===== config.mk =====
export PLATFORM = sky130hd
export DESIGN_NAME = iorf_dual_window
export DESIGN_NICKNAME = d
export VERILOG_FILES = /design/src/rtl/iorf_pkg.sv /design/src/rtl/iorf_decode.sv /design/src/rtl/iorf_regs.sv /design/src/rtl/iorf_rdmux.sv /design/src/rtl/iorf_dual_window.sv
export SDC_FILE = /design/constraint.sdc
export NUM_CORES = 1
export LEC_CHECK = 0
export ABC_AREA = 1
export BUFFER_PORTS_ARGS = -buffer_cell sky130_fd_sc_hd__buf_2
export CORE_MARGIN = 1
export CORE_UTILIZATION = 59
export CTS_BUF_LIST = sky130_fd_sc_hd__clkbuf_16
export CTS_CLUSTER_DIAMETER = 100
export DETAILED_ROUTE_END_ITERATION = 8
export PLACE_DENSITY = 0.89
export SLEW_MARGIN = 40
export SYNTH_ARGS = -nofsm -noshare
export SYNTH_HDL_FRONTEND = slang
export SYNTH_SLANG_ARGS = --single-unit

===== constraint.sdc =====
create_clock -name clk -period 3.06 [get_ports clk]
set_input_delay 0.459 -clock clk [delete_from_list [all_inputs] [get_ports clk]]
set_output_delay 0.459 -clock clk [all_outputs]
set_load 0.05 [all_outputs]

===== src/rtl/iorf_pkg.sv =====
package iorf_pkg;

  typedef enum logic [2:0] {
    OP_NONE  = 3'd0,
    OP_IO_RD = 3'd1,
    OP_IO_WR = 3'd2,
    OP_DS_RD = 3'd3,
    OP_DS_WR = 3'd4,
    OP_BSET  = 3'd5,
    OP_BCLR  = 3'd6,
    OP_BTST  = 3'd7
  } iorf_op_e;

  typedef struct packed {
    logic rd;
    logic wr;
    logic bset;
    logic bclr;
    logic btst;
  } iorf_acc_t;

endpackage


===== src/rtl/iorf_decode.sv =====
module iorf_decode
  import iorf_pkg::*;
#(
  parameter int AW       = 8,
  parameter int N_EXT    = 4,
  parameter int EXT_BASE = 'h60,
  parameter int A_CTL    = 'h03,
  parameter int A_FLG    = 'h04,
  parameter int A_GP0    = 'h1E,
  parameter int A_GP1    = 'h2A,
  parameter int A_GP2    = 'h2B,
  parameter int A_MSK    = 'h2C
) (
  input  logic [2:0]        op_i,
  input  logic [AW-1:0]     addr_i,
  output iorf_acc_t         acc_o,
  output logic              sel_ctl_o,
  output logic              sel_flg_o,
  output logic [2:0]        sel_gp_o,
  output logic              sel_msk_o,
  output logic [N_EXT-1:0]  sel_ext_o
);

  localparam int SW       = AW - 2;
  localparam int DS_OFS   = 1 << (SW - 1);
  localparam int DS_END   = DS_OFS + (1 << SW);
  localparam int BIT_LIM  = 1 << (SW - 1);
  localparam int A_GP [3] = '{A_GP0, A_GP1, A_GP2};

  iorf_op_e      op;
  logic          short_hit;
  logic [SW-1:0] sidx;
  logic          ds_acc;

  always_comb begin
    op        = iorf_op_e'(op_i);
    short_hit = 1'b0;
    sidx      = '0;
    ds_acc    = 1'b0;
    acc_o     = '0;
    unique case (op)
      OP_IO_RD, OP_IO_WR: begin
        short_hit = 1'b1;
        sidx      = addr_i[SW-1:0];
      end
      OP_DS_RD, OP_DS_WR: begin
        ds_acc = 1'b1;
        if (int'(addr_i) >= DS_OFS && int'(addr_i) < DS_END) begin
          short_hit = 1'b1;
          sidx      = SW'(int'(addr_i) - DS_OFS);
        end
      end
      OP_BSET, OP_BCLR, OP_BTST: begin
        if (int'(addr_i) < BIT_LIM) begin
          short_hit = 1'b1;
          sidx      = addr_i[SW-1:0];
        end
      end
      default: ;
    endcase
    acc_o.rd   = (op == OP_IO_RD) || (op == OP_DS_RD);
    acc_o.wr   = (op == OP_IO_WR) || (op == OP_DS_WR);
    acc_o.bset = (op == OP_BSET);
    acc_o.bclr = (op == OP_BCLR);
    acc_o.btst = (op == OP_BTST);
  end

  assign sel_ctl_o = short_hit && (sidx == SW'(A_CTL));
  assign sel_flg_o = short_hit && (sidx == SW'(A_FLG));
  assign sel_msk_o = short_hit && (sidx == SW'(A_MSK));

  for (genvar g = 0; g < 3; g++) begin : g_gp_sel
    assign sel_gp_o[g] = short_hit && (sidx == SW'(A_GP[g]));
  end

  for (genvar k = 0; k < N_EXT; k++) begin : g_ext_sel
    assign sel_ext_o[k] = ds_acc && (addr_i == AW'(EXT_BASE + k));
  end

endmodule


===== src/rtl/iorf_regs.sv =====
module iorf_regs #(
  parameter int DW       = 8,
  parameter int N_EXT    = 4,
  parameter int MSK_BITS = 4
) (
  input  logic                   clk,
  input  logic                   rst_n,
  input  logic                   wr_i,
  input  logic                   bset_i,
  input  logic                   bclr_i,
  input  logic [$clog2(DW)-1:0]  bit_i,
  input  logic [DW-1:0]          wdata_i,
  input  logic [DW-1:0]          evt_i,
  input  logic                   sel_ctl_i,
  input  logic                   sel_flg_i,
  input  logic [2:0]             sel_gp_i,
  input  logic                   sel_msk_i,
  input  logic [N_EXT-1:0]       sel_ext_i,
  output logic [DW-1:0]          ctl_q,
  output logic [DW-1:0]          flg_q,
  output logic [3*DW-1:0]        gp_flat_o,
  output logic [DW-1:0]          msk_q,
  output logic [N_EXT*DW-1:0]    ext_flat_o
);

  localparam int N_GP = 3;

  logic [DW-1:0] bmask;
  assign bmask = DW'(1) << bit_i;

  function automatic logic [DW-1:0] f_next(input logic [DW-1:0] cur,
                                           input logic [DW-1:0] m,
                                           input logic [DW-1:0] w,
                                           input logic wr, input logic bs,
                                           input logic bc);
    if (wr)      return w;
    else if (bs) return cur | m;
    else if (bc) return cur & ~m;
    else         return cur;
  endfunction

  // control register
  logic          ctl_ce;
  logic [DW-1:0] ctl_d;
  always_comb begin
    ctl_ce = sel_ctl_i && (wr_i || bset_i || bclr_i);
    ctl_d  = f_next(ctl_q, bmask, wdata_i, wr_i, bset_i, bclr_i);
  end
  always_ff @(posedge clk or negedge rst_n) begin
    if (!rst_n)      ctl_q <= '0;
    else if (ctl_ce) ctl_q <= ctl_d;
  end

  // status flags: write-one-to-clear, event set dominates
  logic [DW-1:0] clr_mask;
  logic          flg_ce;
  logic [DW-1:0] flg_d;
  always_comb begin
    clr_mask = '0;
    if (sel_flg_i) begin
      if (wr_i)        clr_mask = wdata_i;
      else if (bset_i) clr_mask = bmask;
    end
    flg_d  = (flg_q & ~clr_mask) | evt_i;
    flg_ce = (|clr_mask) || (|evt_i);
  end
  always_ff @(posedge clk or negedge rst_n) begin
    if (!rst_n)      flg_q <= '0;
    else if (flg_ce) flg_q <= flg_d;
  end

  // scratch registers
  for (genvar g = 0; g < N_GP; g++) begin : g_gp
    logic          ce;
    logic [DW-1:0] d;
    logic [DW-1:0] q;
    always_comb begin
      ce = sel_gp_i[g] && (wr_i || bset_i || bclr_i);
      d  = f_next(q, bmask, wdata_i, wr_i, bset_i, bclr_i);
    end
    always_ff @(posedge clk or negedge rst_n) begin
      if (!rst_n)  q <= '0;
      else if (ce) q <= d;
    end
    assign gp_flat_o[g*DW +: DW] = q;
  end

  // mask register: only low MSK_BITS stored
  logic                msk_ce;
  logic [MSK_BITS-1:0] msk_r;
  always_comb msk_ce = sel_msk_i && wr_i;
  always_ff @(posedge clk or negedge rst_n) begin
    if (!rst_n)      msk_r <= '0;
    else if (msk_ce) msk_r <= wdata_i[MSK_BITS-1:0];
  end
  assign msk_q = DW'(msk_r);

  // extended bank, data space only
  for (genvar k = 0; k < N_EXT; k++) begin : g_ext
    logic          ce;
    logic [DW-1:0] q;
    always_comb ce = sel_ext_i[k] && wr_i;
    always_ff @(posedge clk or negedge rst_n) begin
      if (!rst_n)  q <= '0;
      else if (ce) q <= wdata_i;
    end
    assign ext_flat_o[k*DW +: DW] = q;
  end

endmodule


===== src/rtl/iorf_rdmux.sv =====
module iorf_rdmux #(
  parameter int DW    = 8,
  parameter int N_EXT = 4
) (
  input  logic                  rd_i,
  input  logic                  btst_i,
  input  logic [$clog2(DW)-1:0] bit_i,
  input  logic                  sel_ctl_i,
  input  logic                  sel_flg_i,
  input  logic [2:0]            sel_gp_i,
  input  logic                  sel_msk_i,
  input  logic [N_EXT-1:0]      sel_ext_i,
  input  logic [DW-1:0]         ctl_i,
  input  logic [DW-1:0]         flg_i,
  input  logic [3*DW-1:0]       gp_flat_i,
  input  logic [DW-1:0]         msk_i,
  input  logic [N_EXT*DW-1:0]   ext_flat_i,
  output logic [DW-1:0]         rdata_o,
  output logic                  tst_o
);

  logic [DW-1:0] val;

  always_comb begin
    val = ({DW{sel_ctl_i}} & ctl_i)
        | ({DW{sel_flg_i}} & flg_i)
        | ({DW{sel_msk_i}} & msk_i);
    for (int g = 0; g < 3; g++)
      val = val | ({DW{sel_gp_i[g]}} & gp_flat_i[g*DW +: DW]);
    for (int k = 0; k < N_EXT; k++)
      val = val | ({DW{sel_ext_i[k]}} & ext_flat_i[k*DW +: DW]);
    rdata_o = rd_i ? val : '0;
    tst_o   = btst_i && val[bit_i];
  end

endmodule


===== src/rtl/iorf_dual_window.sv =====
module iorf_dual_window
  import iorf_pkg::*;
#(
  parameter int DW       = 8,
  parameter int AW       = 8,
  parameter int N_EXT    = 4,
  parameter int EXT_BASE = 'h60,
  parameter int MSK_BITS = 4,
  parameter int A_CTL    = 'h03,
  parameter int A_FLG    = 'h04,
  parameter int A_GP0    = 'h1E,
  parameter int A_GP1    = 'h2A,
  parameter int A_GP2    = 'h2B,
  parameter int A_MSK    = 'h2C
) (
  input  logic                  clk,
  input  logic                  rst_n,
  input  logic [2:0]            op_i,
  input  logic [AW-1:0]         addr_i,
  input  logic [$clog2(DW)-1:0] bit_i,
  input  logic [DW-1:0]         wdata_i,
  input  logic [DW-1:0]         evt_i,
  output logic [DW-1:0]         rdata_o,
  output logic                  tst_o
);

  // reset: asserted asynchronously, released after two clock edges
  logic [1:0] rst_pipe;
  logic       rst_sn;
  always_ff @(posedge clk or negedge rst_n) begin
    if (!rst_n) rst_pipe <= '0;
    else        rst_pipe <= {rst_pipe[0], 1'b1};
  end
  assign rst_sn = rst_pipe[1];

  iorf_acc_t             acc;
  logic                  sel_ctl, sel_flg, sel_msk;
  logic [2:0]            sel_gp;
  logic [N_EXT-1:0]      sel_ext;
  logic [DW-1:0]         ctl_q, flg_q, msk_q;
  logic [3*DW-1:0]       gp_flat;
  logic [N_EXT*DW-1:0]   ext_flat;

  iorf_decode #(
    .AW(AW), .N_EXT(N_EXT), .EXT_BASE(EXT_BASE),
    .A_CTL(A_CTL), .A_FLG(A_FLG), .A_GP0(A_GP0), .A_GP1(A_GP1),
    .A_GP2(A_GP2), .A_MSK(A_MSK)
  ) u_dec (
    .op_i(op_i), .addr_i(addr_i), .acc_o(acc),
    .sel_ctl_o(sel_ctl), .sel_flg_o(sel_flg), .sel_gp_o(sel_gp),
    .sel_msk_o(sel_msk), .sel_ext_o(sel_ext)
  );

  iorf_regs #(.DW(DW), .N_EXT(N_EXT), .MSK_BITS(MSK_BITS)) u_regs (
    .clk(clk), .rst_n(rst_sn),
    .wr_i(acc.wr), .bset_i(acc.bset), .bclr_i(acc.bclr),
    .bit_i(bit_i), .wdata_i(wdata_i), .evt_i(evt_i),
    .sel_ctl_i(sel_ctl), .sel_flg_i(sel_flg), .sel_gp_i(sel_gp),
    .sel_msk_i(sel_msk), .sel_ext_i(sel_ext),
    .ctl_q(ctl_q), .flg_q(flg_q), .gp_flat_o(gp_flat),
    .msk_q(msk_q), .ext_flat_o(ext_flat)
  );

  iorf_rdmux #(.DW(DW), .N_EXT(N_EXT)) u_rd (
    .rd_i(acc.rd), .btst_i(acc.btst), .bit_i(bit_i),
    .sel_ctl_i(sel_ctl), .sel_flg_i(sel_flg), .sel_gp_i(sel_gp),
    .sel_msk_i(sel_msk), .sel_ext_i(sel_ext),
    .ctl_i(ctl_q), .flg_i(flg_q), .gp_flat_i(gp_flat),
    .msk_i(msk_q), .ext_flat_i(ext_flat),
    .rdata_o(rdata_o), .tst_o(tst_o)
  );

endmodule


# Word level (Yosys, flattened, before mapping)
# Cells that the tools add are included.
word_totals:
  output_inout_bits: 9
  register_bits: 78
  inputBits: 32
  elab_cells: 126
classes:
  mux: 25
  addsub: 1
  n_reduce_logical: 36
  shifts: 1
  magnitude_cmp: 4
  bitwise_logic: 31
  n_eq_ne: 17
ops:
  columns: ["op", "count"]
  rows:
  - ["$mux W8", 16]
  - ["$and A8 B8 Y8", 14]
  - ["$or A8 B8 Y8", 14]
  - ["$eq A8 B7 Y1 const B", 4]
  - ["$logic_and A1 B1 Y1", 21]
  - ["$eq A6 B6 Y1 const B", 3]
  - ["$pmux W6 S3", 1]
  - ["$not A8 Y8", 2]
  - ["$reduce_or A8 Y1", 2]
  - ["$eq A3 B3 Y1 const B", 4]
  - ["$mux W6", 2]
  - ["$and A8 B4 Y8", 1]
  - ["$ge A8 B6 Y1 const B", 1]
  - ["$lt A8 B6 Y1 const B", 1]
  - ["$lt A8 B7 Y1 const B", 1]
  - ["$reduce_and A2 Y1", 4]
  - ["$shl A1 B3 Y8 const A", 1]
  - ["$eq A3 B2 Y1 const B", 2]
  - ["$eq A6 B2 Y1 const B", 1]
  - ["$eq A6 B3 Y1 const B", 1]
  - ["$eq A6 B5 Y1 const B", 1]
  - ["$sub A6 B6 Y6 const B", 1]
  - ["$logic_or A1 B1 Y1", 5]
  - ["$lt A3 B4 Y1 const B", 1]
  - ["other kinds (7)", 11]

# Logic depth before layout (Yosys ltp)
# Gate-level depths: netlist of the first run.
logic_depth:
  ltp_word: 19
  mapped_depth: 18
  mapped_depth_nobuf: 18

# Hierarchy
# A second synthesis of the first run with hierarchy kept.
hier_totals:
  hier_cells: 621
  hier_area_um2: 4347.9
by_module_without_submodules:
  columns: ["module", "area_each_um2", "instances", "seq_area_each_um2", "cells_per_inst"]
  rows:
  - ["iorf_regs", 3199.3, 1, 1901.8, 374]
  - ["iorf_rdmux", 793.3, 1, 0.0, 180]
  - ["iorf_decode", 301.5, 1, 0.0, 64]
  - ["iorf_dual_window", 53.8, 1, 50.0, 3]

# Worst setup path after synthesis of the first run
# OpenSTA, ideal clock, no wires.
synth_timing:
  kind: "input to output"
  start: "input port op_i[2]"
  end: "output port tst_o"
  required_ns: 2.601
  slack_ns: 0.247
  t_arrival_ns: 2.354
  n_path_buf: 0
  path_stages: 15
  path_cell_list: "inv_2 > nand3_1 > nand2_2 > nand2_2 > nand2_4 > nand3_2 > nor2_4 > nand2_1 > o21ai_1 > inv_1 > nand3_1 > nand2_1 > inv_1 > nand2_1 > nor2_1"
synth_via:
  elab_chain_cells: 18
  elab_cells_between_ends: 51
  cone_classes: "eq/ne (13); mux (5); bitwise (19); reduce/logical (14)"
synth_lines:
  columns: ["element", "line_no", "text"]
  rows:
  - ["start, declared", "iorf_dual_window.sv:18", "input logic [2:0] op_i,"]
  - ["$eq A3 B3 Y1, or another cell as far along", "iorf_decode.sv:41, iorf_decode.sv:65", null]
  - ["$reduce_or A3 Y1 / $reduce_or A2 Y1 (equally long branches)", "iorf_decode.sv:41", "unique case (op)"]
  - ["$pmux W6 S3", "iorf_decode.sv:41", null]
  - ["$eq A6 B2 Y1 / $eq A6 B3 Y1 (equally long branches)", "iorf_decode.sv:68, iorf_decode.sv:69", null]
  - ["$logic_and A1 B1 Y1 (on tied branches)", "iorf_decode.sv:68, iorf_decode.sv:69", null]
  - ["$and A8 B8 Y8 (on tied branches)", "iorf_rdmux.sv:25, iorf_rdmux.sv:26", null]
  - ["$or A8 B8 Y8", "iorf_rdmux.sv:26", "| ({DW{sel_flg_i}} & flg_i)"]
  - ["$or A8 B8 Y8", "iorf_rdmux.sv:27", "| ({DW{sel_msk_i}} & msk_i);"]
  - ["$or A8 B8 Y8 (3 in a row)", "iorf_rdmux.sv:29", "val = val | ({DW{sel_gp_i[g]}} & gp_flat_i[g*DW +: DW]);"]
  - ["$or A8 B8 Y8 (4 in a row)", "iorf_rdmux.sv:31", "val = val | ({DW{sel_ext_i[k]}} & ext_flat_i[k*DW +: DW]);"]
  - ["$bmux W1 S3", "iorf_rdmux.sv:33", "tst_o = btst_i && val[bit_i];"]
  - ["$mux W1 (not written as such)", "iorf_rdmux.sv:33", null]
  - ["$logic_and A1 B1 Y1 (*)", "iorf_rdmux.sv:33", null]
  - ["end, declared", "iorf_dual_window.sv:24", "output logic tst_o"]
# Mark *: on every way between the ends. The rest lies on a longest branch, timed or not. The select of a mux whose other input is x is not followed.

# Final worst setup path of the first run
# Ends and elaborated chain as after synthesis.

==> results.toml, run 1 <==
[sta]
finalWorstSetupSlack_ns = 0.01214
fin_skew_ns = 0.004127
final.setup.tns_ns = 0
hold_ws_ns = 0.3036
slew_viol_final = 0
hold_viol_final = 0
max_slew_margin_pct = 46.16
setup_violations = 0
final.min_clock_period_ns = 3.048
min_period_over_period_pct = 99.60
worstMarginPinSlew_ns = 0.8021
fmax_mhz = 328.1

[setup_path]
end_kind = "output pin"
path_max_fanout = 9
arrival_ns = 2.59
critPathSlowestCell = "nor2_4"
worst_ep_required_time_ns = 2.60
crit_chain = "buf_2 > inv_2 > nand3_1 > nand2_4 > nand2_2 > nand2_4 > nand3_4 > nor2_4 > buf_4 > nand3_1 > nand2_1 > inv_1 > nand3_1 > nand3_1 > nand2_1 > nand2_1 > nor2_1 > buf_6"
crit_top_cell = "nand3_1"
crit_path_start_kind = "primary input"
critPathKind = "in2out"
critPathMaxStageDelay_ns = 0.25

[clock_network]
cts_tree = "built"
insertion_delay_ns = 0.33
clk_path_buf_depth = 2
cts-htree-levels = 3
numCtsBuffers = 9
clkSinkCount = 78
path_clk_slew_ns = 0.06
cts-root-buf = "clkbuf_16"

[cells_and_area]
nFillCells = 549
area_growth_pct = 17.42
area.sequential_sq_mm = 0.001956
fin_cells = 722
multiInputGateArea_sq_mm = 0.002019
final_cell_area_sq_mm = 0.004933
final_nets = 653
drive_gt1_share_pct = 14.86
antenna_cells = 0

[synth]
yosysWarnings = 0
synth_compound_area_share_pct = 13.64
muxShareOfSynthArea_pct = 0.4765
synthTopCellsByCount = "nand2_1, dfrtp_1, o21ai_0"
synthAdderAreaFrac_pct = 0
avgSynthCellArea_sq_um = 7.384
synth_top_area_share_pct = 46.46
synth.area.top_cells = "dfrtp_1, nand2_1, o21ai_0"
synth_simple_gate_area_share_pct = 32.91
synthDistinctLibCells = 29
ys_seq_elements = 78
synth_xor_xnor_area_share_pct = 0
synth_cells = 569
synth_edf_count = 0
synth_top_family_by_area = "simple AND/OR/NAND/NOR gates"
synth_fp_nets = 601
synth_top_cell_by_area = "dfrtp_1"
ys_seq_area_share_pct = 46.46
yosysMostFrequentCell = "nand2_1"
yosys_most_used_dff = "dfrtp_1"
synth_area_sq_mm = 0.004202
synthArstFlopShare_pct = 100.0

[die]
start_util_pct = 61.50
num_io_pins = 41
core_sq_mm = 0.006832
die_w_um = 86.39
row_count = 30
die_area_sq_mm = 0.007462
die_h_um = 86.39

[power]
powerDensity_mw_per_mm2 = 492.9
peakVddDrop_mv = 0.2980
leakage_nw = 2.419

[global_route]
grt_usage_pct = 33.70
antenna_found_initial = 0
grt_pass1_vias = 4014
grt_pass1_wl_mm = 19.24
grt_overflow = 0
grt_max_degree = 55

[drt]
vias = 4351
totalWireLength_mm = 11.96
ant_nets = 0
vias_per_cell = 6.026
first_pass_iters = 7
drc_errors = 0
drt_first_iter_violations = 512
wl_per_cell_um = 16.56

[placed_design]
dpl_worst_slack_ns = 0.05972
dpl-instance-area_sq_mm = 0.004556
place.gp.congestion = 1.043
dp.cells = 704
io_buffers = 40
dpl.hpwl_mm = 8.486

[status]
outcome = "finished clean"

[run]
cap_violations = 0

[worst_hold_path]
hp-class = "in2reg"
-- cell type report --
class	instances	share of cell area, %
clock inverter	7	1.801
sequential	78	39.64
tap	96	2.435
inverter	54	4.109
multi-input combinational	423	40.93
clock buffer	9	4.565
timing repair buffer	55	6.518
-- critical path: cells and delay by family --
kind / cells / cell delay [ns]
buffers and inverters: 5 / 0.60
and+or+nand+nor: 13 / 1.53
-- stage by stage --
stage	power (mW)	utilization [%]
after floorplan	1.216	-
after global placement	1.295	66.65
after detailed placement	1.302	66.69
after CTS	2.424	71.43
after global routing	2.506	72.22
final	2.432	72.22
-- where the power goes --
part / internal [mW] / switching, mW / leakage (nW) / total, mW
sequential: 1.05 / 0.0264 / 1.02 / 1.08
combinational: 0.0650 / 0.155 / 1.24 / 0.220
clock: 0.710 / 0.421 / 0.156 / 1.13
total: 1.83 / 0.603 / 2.42 / 2.43
-- cells by family (layout without fill, tap and decap cells) --
kind of cell           Yosys count  count (layout)
buffers and inverters           68             125
AO/OA/AOI/OAI                  103             103
AND/OR/NAND/NOR                317             317
flip-flops                      78              78
other                            1               1
multiplexers                     2               2
-- path summary, 6_finish.rpt --
kind | start | to | slack [ns] | depth (start not counted)
hold / removal | evt_i[2] | u_regs.flg_q[2]$_DFFE_PN0P_ | 0.30 | 3
hold reg to reg | rst_pipe[0]$_DFF_PN0_ | rst_pipe[1]$_DFF_PN0_ | 0.36 | 0
setup / recovery | op_i[2] | tst_o | 0.01 | 18
max in group asynchronous | rst_pipe[1]$_DFF_PN0_ | asynchronous set/reset pin | 2.03 | 1
min in group asynchronous | rst_pipe[1]$_DFF_PN0_ | u_regs.g_ext[0].q[3]$_DFFE_PN0P_ | 0.39 | 0
setup reg to reg | rst_pipe[1]$_DFF_PN0_ | asynchronous set/reset pin | 2.03 | 1
-- routing by layer --
metal,vias to the layer above,routed length (um),global-route usage (%)
met5,-,0,0
met4,0,465,17.12
met3,62,1161,6.762
met2,284,5546,51.15
met1,2031,4786,46.22
li1,1974,-,-
-- placed cells by master, fill, tap and decap left out, types with 9 or more instances in the layout --
master,count
dfrtp_1,77
o21ai_0,69
buf_4,14
buf_2,39
nor2_1,50
inv_1,51
nand4_1,21
clkbuf_16,9
nand3_1,44
nand2_1,181
a21oi_1,15
-- repair_timing --
action	4_1_cts	5_1_grt
setup buffers	0	1
setup endpoints to repair	0	1
hold buffers	1	0
resized for setup	0	12
hold endpoints to repair	2	0
(Power assumes the default switching activity.)
==> run 2: changes to the inputs <==
--- a/config.mk
+++ b/config.mk
@@ -12,6 +12,7 @@
 export CTS_BUF_LIST = sky130_fd_sc_hd__clkbuf_16
 export CTS_CLUSTER_DIAMETER = 100
 export DETAILED_ROUTE_END_ITERATION = 8
+export GPL_TIMING_DRIVEN = 0
 export PLACE_DENSITY = 0.89
 export SLEW_MARGIN = 40
 export SYNTH_ARGS = -nofsm -noshare
==> results.toml, run 2 (synthesis results as in run 1) <==
[clock_network]
cts-root-buf = "clkbuf_16"
path_clk_slew_ns = 0.06
cts-htree-levels = 3
cts_tree = "built"
clk_path_buf_depth = 2
insertion_delay_ns = 0.35
clkSinkCount = 78
numCtsBuffers = 9

[cells_and_area]
nFillCells = 540
final_nets = 660
drive_gt1_share_pct = 15.48
final_common_cell = "nand2_1"
area_growth_pct = 18.61
antenna_cells = 0
final_cell_mix = "nand2_1, dfrtp_1, o21ai_0"

[power]
switchingPower_uw = 611.3
leakage_nw = 2.424
p_int_mw = 1.747
seqPwrFrac_pct = 45.6
peakVddDrop_mv = 0.3718
clkPwrFrac_pct = 44.8
comb_power_share_pct = 9.6
switching_share_pct = 25.92
powerDensity_mw_per_mm2 = 473.2

[sta]
slew_viol_final = 0
hold_viol_final = 0
hold_ws_ns = 0.2903
max_slew_margin_pct = 50.02
finalWorstSetupSlack_ns = 0.1259
setup_violations = 0
fin_skew_ns = 0.009237
fmax_mhz = 340.8
final.min_clock_period_ns = 2.934
worstMarginPinSlew_ns = 0.7469
min_period_over_period_pct = 95.89

[setup_path]
arrival_ns = 2.48
crit_chain = "clkbuf_4 > inv_1 > nand3_2 > nand2_4 > nand2_1 > nand2_2 > inv_1 > a21oi_4 > clkbuf_4 > nand3_1 > nand2_1 > nor2_1 > nand3_1 > nand2_1 > nor2_1 > nor2_1 > nor2_1 > buf_6"
critPathKind = "in2out"
critPathMaxStageDelay_ns = 0.25
end_kind = "output pin"
critPathSlowestCell = "clkbuf_4"
worst_ep_required_time_ns = 2.60
path_max_fanout = 7
cp_top_family = "simple AND/OR/NAND/NOR gates"
cp.buffers_inverters = 5
crit_top_cell = "nor2_1"
crit_path_start_kind = "primary input"

[drt]
route.met3.wl_mm = 1.254
drt-met1-wl_mm = 5.043
first_pass_iters = 5
highest_layer = "met4"
vias = 4408
drt_first_iter_violations = 469
wl_per_cell_um = 16.91
drc_errors = 0
vias_per_cell = 6.047
ant_nets = 0
totalWireLength_mm = 12.33
wl_met2_mm = 5.487

[worst_hold_path]
hp-class = "reg2async"

[global_route]
antenna_found_initial = 0
grt_pass1_wl_mm = 19.08
grt_pass1_vias = 4071
grt_max_degree = 42
grt_overflow = 0
grt_usage_pct = 33.94

[die]
core_sq_mm = 0.006832
die_area_sq_mm = 0.007462
die_w_um = 86.39
num_io_pins = 41
row_count = 30
die_h_um = 86.39
start_util_pct = 61.50

[placed_design]
dpl_worst_slack_ns = 0.04888
dpl.hpwl_mm = 8.575
io_buffers = 39
place.gp.congestion = 0.9508

[status]
outcome = "finished clean"

[run]
cap_violations = 0
run 2: cell count changes in the layout (fill, tap and decap cells not counted), moves of 2 or more:
| cell | delta |
|---|---|
| buf_12 | +2 |
| buf_4 | -7 |
| clkbuf_1 | +8 |
| clkbuf_4 | +2 |
| nand3_2 | +2 |
| nor2_1 | -2 |
| nor2_4 | +2 |
run 2: final cells by class:
type	instances	area (sq um)	area share [%]
Multi-Input combinational cell	423	2039	40.92
Sequential cell	78	1956	39.24
Timing Repair Buffer	48	299.0	6.001
Clock buffer	9	225.2	4.519
Inverter	54	205.2	4.118
Tap cell	96	120.1	2.410
Buffer	14	71.32	1.431
Clock inverter	7	67.56	1.356
run 2: stage by stage:
stage                     util, %  cells  instance area (sq um)  total power, mW  setup TNS [ns]
after floorplan                 -    569                   4202            1.216               0
after global placement      66.12    704                   4517            1.285          -1.476
after detailed placement    66.47    705                   4541            1.296               0
after CTS                   70.90    722                   4843            2.333               0
after global routing        72.95    729                   4984            2.421        -0.02648
final                       72.95    729                   4984            2.358               0
run 2: worst paths after layout:
path / startpoint / slack, ns / cells after the start / endpoint
worst max-delay path: op_i[1] / 0.13 / 18 / tst_o
worst min-delay path: rst_pipe[1]$_DFF_PN0_ / 0.29 / 0 / u_regs.g_ext[2].q[3]$_DFFE_PN0P_
worst max register to register: rst_pipe[1]$_DFF_PN0_ / 2.19 / 1 / u_regs.flg_q[5]$_DFFE_PN0P_
worst min register to register: rst_pipe[1]$_DFF_PN0_ / 0.29 / 0 / u_regs.g_ext[2].q[3]$_DFFE_PN0P_
max in group asynchronous: rst_pipe[1]$_DFF_PN0_ / 2.19 / 1 / u_regs.flg_q[5]$_DFFE_PN0P_
min in group clk: evt_i[2] / 0.29 / 3 / u_regs.flg_q[2]$_DFFE_PN0P_
run 2: per-layer routing:
layer / GRT usage, % / vias up
met4: 16.67 / 0
met3: 9.143 / 66
met1: 44.91 / 2058
met5: 0 / -
met2: 51.88 / 292
li1: - / 1992
run 2: what timing repair did:
| action | in CTS | in global routing |
|---|---|---|
| buffers inserted | 0 | 6 |
| endpoints found under the setup margin | 0 | 2 |
| hold endpoints to repair | 2 | 0 |
| resized for setup | 0 | 22 |
| hold buffers | 1 | 0 |
run 2: power by group through the flow:
stage / Clock, mW / Combinational (mW) / Sequential, mW
finish: 1.06 / 0.226 / 1.08
floorplan: 0 / 0.121 / 1.09
detailed placement: 0 / 0.202 / 1.09
CTS: 1.05 / 0.204 / 1.08
global route: 1.10 / 0.245 / 1.08
global placement: 0 / 0.184 / 1.10
